<file path="src/rtl/pwlock_wdog.sv">
module pwlock_wdog #(
  parameter int          ADDR_W     = 4,
  parameter int          CNT_W      = 16,
  parameter int          DIV_STEP   = 6,
  parameter logic [7:0]  KEY_OPEN   = 8'hBE,
  parameter logic [7:0]  KEY_COMMIT = 8'hDC,
  parameter int          CTRL_OFS   = 0,
  parameter int          STAT_OFS   = 8
) (
  input  logic              clk,
  input  logic              rst_n,
  input  logic [ADDR_W-1:0] bus_addr,
  input  logic              bus_we,
  input  logic [31:0]       bus_wdata,
  output logic [31:0]       bus_rdata,
  output logic              rst_req
);
  localparam int PRE_W = 3 * DIV_STEP;
  localparam int SH_W  = $clog2(PRE_W + 1);

  logic             armed_q, en_q, flag_q;
  logic [1:0]       pwr_q, div_q;
  logic [CNT_W-1:0] reload_q, cnt_q;
  logic [PRE_W-1:0] pre_q;

  logic ctl_sel, stat_sel, ctl_wr, stat_wr, accept, tick, expire;
  logic [7:0]       key;
  logic [SH_W-1:0]  shamt;
  logic [PRE_W-1:0] pre_mask;

  assign ctl_sel  = bus_addr == ADDR_W'(CTRL_OFS);
  assign stat_sel = bus_addr == ADDR_W'(STAT_OFS);
  assign ctl_wr   = bus_we && ctl_sel;
  assign stat_wr  = bus_we && stat_sel;
  assign key      = bus_wdata[23:16];
  assign accept   = ctl_wr && armed_q && key == KEY_COMMIT;

  assign shamt    = SH_W'(div_q) * SH_W'(DIV_STEP);
  assign pre_mask = (PRE_W'(1) << shamt) - PRE_W'(1);
  assign tick     = en_q && pre_q == pre_mask;
  assign expire   = tick && cnt_q <= CNT_W'(1) && !accept;

  always_ff @(posedge clk or negedge rst_n) begin
    if (!rst_n) begin
      armed_q <= 1'b0;
    end else if (bus_we) begin
      armed_q <= !armed_q && ctl_wr && key == KEY_OPEN;
    end
  end

  always_ff @(posedge clk or negedge rst_n) begin
    if (!rst_n) begin
      en_q     <= 1'b0;
      pwr_q    <= '0;
      div_q    <= '0;
      reload_q <= '0;
    end else if (accept) begin
      en_q     <= bus_wdata[31];
      pwr_q    <= bus_wdata[27:26];
      div_q    <= bus_wdata[25:24];
      reload_q <= bus_wdata[CNT_W-1:0];
    end
  end

  always_ff @(posedge clk or negedge rst_n) begin
    if (!rst_n) begin
      pre_q <= '0;
      cnt_q <= '0;
    end else if (accept) begin
      pre_q <= '0;
      cnt_q <= bus_wdata[CNT_W-1:0];
    end else begin
      if (tick)      pre_q <= '0;
      else if (en_q) pre_q <= pre_q + PRE_W'(1);
      if (expire)    cnt_q <= reload_q;
      else if (tick) cnt_q <= cnt_q - CNT_W'(1);
    end
  end

  always_ff @(posedge clk or negedge rst_n) begin
    if (!rst_n) begin
      rst_req <= 1'b0;
      flag_q  <= 1'b0;
    end else begin
      rst_req <= expire;
      if (expire)                      flag_q <= 1'b1;
      else if (stat_wr && bus_wdata[31]) flag_q <= 1'b0;
    end
  end

  always_comb begin
    bus_rdata = '0;
    if (ctl_sel) begin
      bus_rdata[31]      = en_q;
      bus_rdata[27:26]   = pwr_q;
      bus_rdata[25:24]   = div_q;
      bus_rdata[CNT_W-1:0] = reload_q;
    end else if (stat_sel) begin
      bus_rdata[31]      = flag_q;
      bus_rdata[30]      = en_q;
      bus_rdata[25:24]   = div_q;
      bus_rdata[CNT_W-1:0] = cnt_q;
    end
  end
endmodule

</file>
<file path="config.mk">
export PLATFORM = sky130hd
export DESIGN_NAME = pwlock_wdog
export DESIGN_NICKNAME = d
export VERILOG_FILES = /design/src/rtl/pwlock_wdog.sv
export SDC_FILE = /design/constraint.sdc
export NUM_CORES = 1
export LEC_CHECK = 0
export CORE_MARGIN = 2
export CORE_UTILIZATION = 40
export CTS_BUF_LIST = sky130_fd_sc_hd__clkbuf_2
export CTS_CLUSTER_SIZE = 16
export DETAILED_ROUTE_END_ITERATION = 6
export PLACE_DENSITY = 0.61
export SLEW_MARGIN = 5
export SYNTH_ARGS = -nofsm -noshare
export SYNTH_HDL_FRONTEND = slang
export SYNTH_SLANG_ARGS = --single-unit
</file>
<file path="constraint.sdc">
create_clock -name clk -period 3.1 [get_ports clk]
set_clock_uncertainty 0.15 [all_clocks]
set_input_delay 0.62 -clock clk [delete_from_list [all_inputs] [get_ports clk]]
set_output_delay 0.62 -clock clk [all_outputs]
set_load 0.03 [all_outputs]
</file>
==> out/metrics.cfg, run 1 <==
[global_routing]
antenna_found_initial=0
grt_pass1_wl_um=16420
grtUsageTotal_pct=20.46
grt_max_degree=38
grt_pass1_vias=3415
overflow=0

[pwr]
p_total_w=0.001372
power_leakage_nw=2.006
p_per_area_mw_per_mm2=303.0
irDropWorstVdd_v=0.0001597

[drt]
routed_via_density=5.454
wl_per_cell_um=15.75
ant_nets=0
drc=0
drt-pass1-iter-count=4
drt_wl_total_um=9922
first_iter_violations=203
vias=3436

[place]
gp_congestion=0.8227
preCtsSetupSlack_ps=116.5
place_hpwl_um=7347
io_buffers=58

[sta]
rsz0062_at_grt=false
drv_slew=0
fmax_mhz=347.3
min_period_ps=2879
post-route-period-util_pct=92.88
relSlewSlack_pct=42.08
tightestPinTransition_ps=868.8
fin_tns_setup_ps=0
postLayoutSetupSlackWorst_ps=220.7
hold_violations=0
setup_viol=0

[setup_path]
cp-endpoint=bus_rdata[15]
rr_endpoint=cnt_q[12]
rr_worst_depth=6
reg2reg_from=cnt_q[7]
cp-start-kind=input port
cp.arrival_ps=2110
startpoint=bus_addr[1]
crit_fanout=17
cp-end-kind=primary output
critPathRequiredTime_ps=2330
worstSetupPathType=in -> out
worst-r2r-setup-slack_ps=440

[floorplanning]
die_x_um=100.9
rows=35
start_util_pct=40.86
die-height_um=100.9
core_region_area_mm2=0.009196
dieArea_mm2=0.01018
ios=72

[clock_network]
ctsHoldBuffers=0
numClockSinks=58
clk_latency_ps=480
clk_pin_slew_worst_paths_ps=160
cts.path.max_buffers=2
cts_max_level=3
post_cts_buffers=0
cts_tree=built
cts-root-buf=clkbuf_2
cts_buffers=9
ctsResizeCount=0

[hold_path]
hold_class=in -> async

[final_layout]
nFillCells=926
area_delta_synth_final_pct=20.48
n_antenna_cell=0
fin_util_pct=49.22
nets=557
drive_gt1_share_pct=16.96

[logic_synthesis]
synthesis.instances=446
synth_cell_types=61
yosysTopAreaCellShare_pct=38.63
syn_area_mm2=0.003757
yosysTopAreaCell=dfrtp_1
synthArstFlopShare_pct=100.0
ys_seq_elements=58
yosysWarnings=0
seq_area_frac_synth_pct=38.63
ys.flop_type=dfrtp_1
synth_edf_count=0
synth_area_leaders=dfrtp_1, nand2_1, nor2_1
synth.avg_cell_area_um2=8.425

[run]
drv_cap=0

[outcome]
status=completed

## metal layers
| layer | global-route usage, % | wire [um] | vias to the layer above |
|---|---|---|---|
| li1 | - | - | 1694 |
| met1 | 25.30 | 4538 | 1662 |
| met2 | 35.85 | 4927 | 67 |
| met3 | 4.369 | 294 | 13 |
| met4 | 5.925 | 161 | 0 |
| met5 | 0 | 0 | - |
## synth_stat cells (all sizes together), types with 2 or more instances
library cell,count
ha,3
xnor2,3
clkbuf,11
xor2,11
and3,6
or3,10
a21o,3
nand4,12
inv,16
or4,2
buf,19
nand2,71
nand2b,3
dfrtp,58
and2b,2
o41ai,2
nand3,11
nor3,7
and2,6
o211ai,8
a31oi,2
mux2i,18
and4,2
o31ai,3
nor2,54
nor4,12
o22ai,3
nor4b,4
a21oi,30
o21ai,32
a211oi,8
## worst min-delay path by stage
stage	slack, ps	cells after the start	endpoint
global placement	300	2	pwr_q[0]
global route	100	1	reload_q[1]
finish	90	1	div_q[1]
detailed placement	300	2	pwr_q[0]
CTS	80	1	reload_q[4]
floorplan	170	0	armed_q
## kinds of logic after synthesis
family / count (synthesis) / synth area share, %
AND/OR/NAND/NOR: 208 / 28.54
AO/OA/AOI/OAI: 98 / 17.28
flip-flops: 58 / 38.63
buffers and inverters: 46 / 6.393
multiplexers: 18 / 4.795
XOR/XNOR: 14 / 3.263
adder cells (fa/ha/maj): 3 / 0.9991
other: 1 / 0.09980
## sequential cells by signal, summed over array words and instances (netlist names)
signal	flops
cnt_q	16
flag_q	1
pre_q	18
en_q	1
pwr_q	2
armed_q	1
rst_req	1
reload_q	16
div_q	2
## cell usage in the layout (no fill, tap or decap), types with 4 or more instances in the layout
cell             instances
conb_1                  10
o21ai_0                 32
o211ai_1                 8
nor3_1                   6
buf_4                   43
nand4_1                 12
a21oi_1                 30
and2_1                   5
nand3_1                 11
clkbuf_2                11
nor2_1                  54
dfrtp_1                 58
or3_1                    8
xor2_1                  11
mux2i_1                 18
nor4_1                   9
and3_1                   4
a211oi_2                 7
clkdlybuf4s50_1         35
inv_1                   16
nand2_1                 70
## where the power goes
group / total (W) / switching (W) / internal, W
combinational: 0.000146 / 0.0000808 / 0.0000655
clock: 0.000462 / 0.000278 / 0.000184
sequential: 0.000763 / 0.00000386 / 0.000760
total: 0.00137 / 0.000362 / 0.00101
## stage by stage
stage          hold slack (ps)  area (um2)  instances
2_1_floorplan            174.4        3791        455
3_3_place_gp             300.8        4428        615
3_5_place_dp             300.7        4428        615
4_1_cts                  78.58        4527        630
5_1_grt                  99.87        4527        630
6_report                 88.32        4527        630
## layout make-up
class / count / area (um2) / share of cell area (%)
tap: 111 / 138.9 / 3.068
inverter: 16 / 60.06 / 1.327
clock buffer: 11 / 55.05 / 1.216
timing repair buffer: 79 / 678.2 / 14.98
sequential: 58 / 1451 / 32.06
multi-input combinational: 351 / 2100 / 46.38
clock inverter: 4 / 43.79 / 0.9674
## worst max-delay path, cell delays in order
cell and delay, ps:
clkdlybuf4s50_1 490, or3_1 390, buf_4 210, nor2_1 200, buf_4 190
Power figures use the tool's default switching activity.
==> run 2: changes to the inputs <==
--- a/config.mk
+++ b/config.mk
@@ -5,9 +5,11 @@
 export SDC_FILE = /design/constraint.sdc
 export NUM_CORES = 1
 export LEC_CHECK = 0
+export CAP_MARGIN = 20
 export CORE_MARGIN = 2
 export CORE_UTILIZATION = 40
 export CTS_BUF_LIST = sky130_fd_sc_hd__clkbuf_2
+export CTS_CLUSTER_DIAMETER = 80
 export CTS_CLUSTER_SIZE = 16
 export DETAILED_ROUTE_END_ITERATION = 6
 export PLACE_DENSITY = 0.61
==> results of run 2 <==
Same layout as run 1: the final DEF is identical, and so are final timing and power.
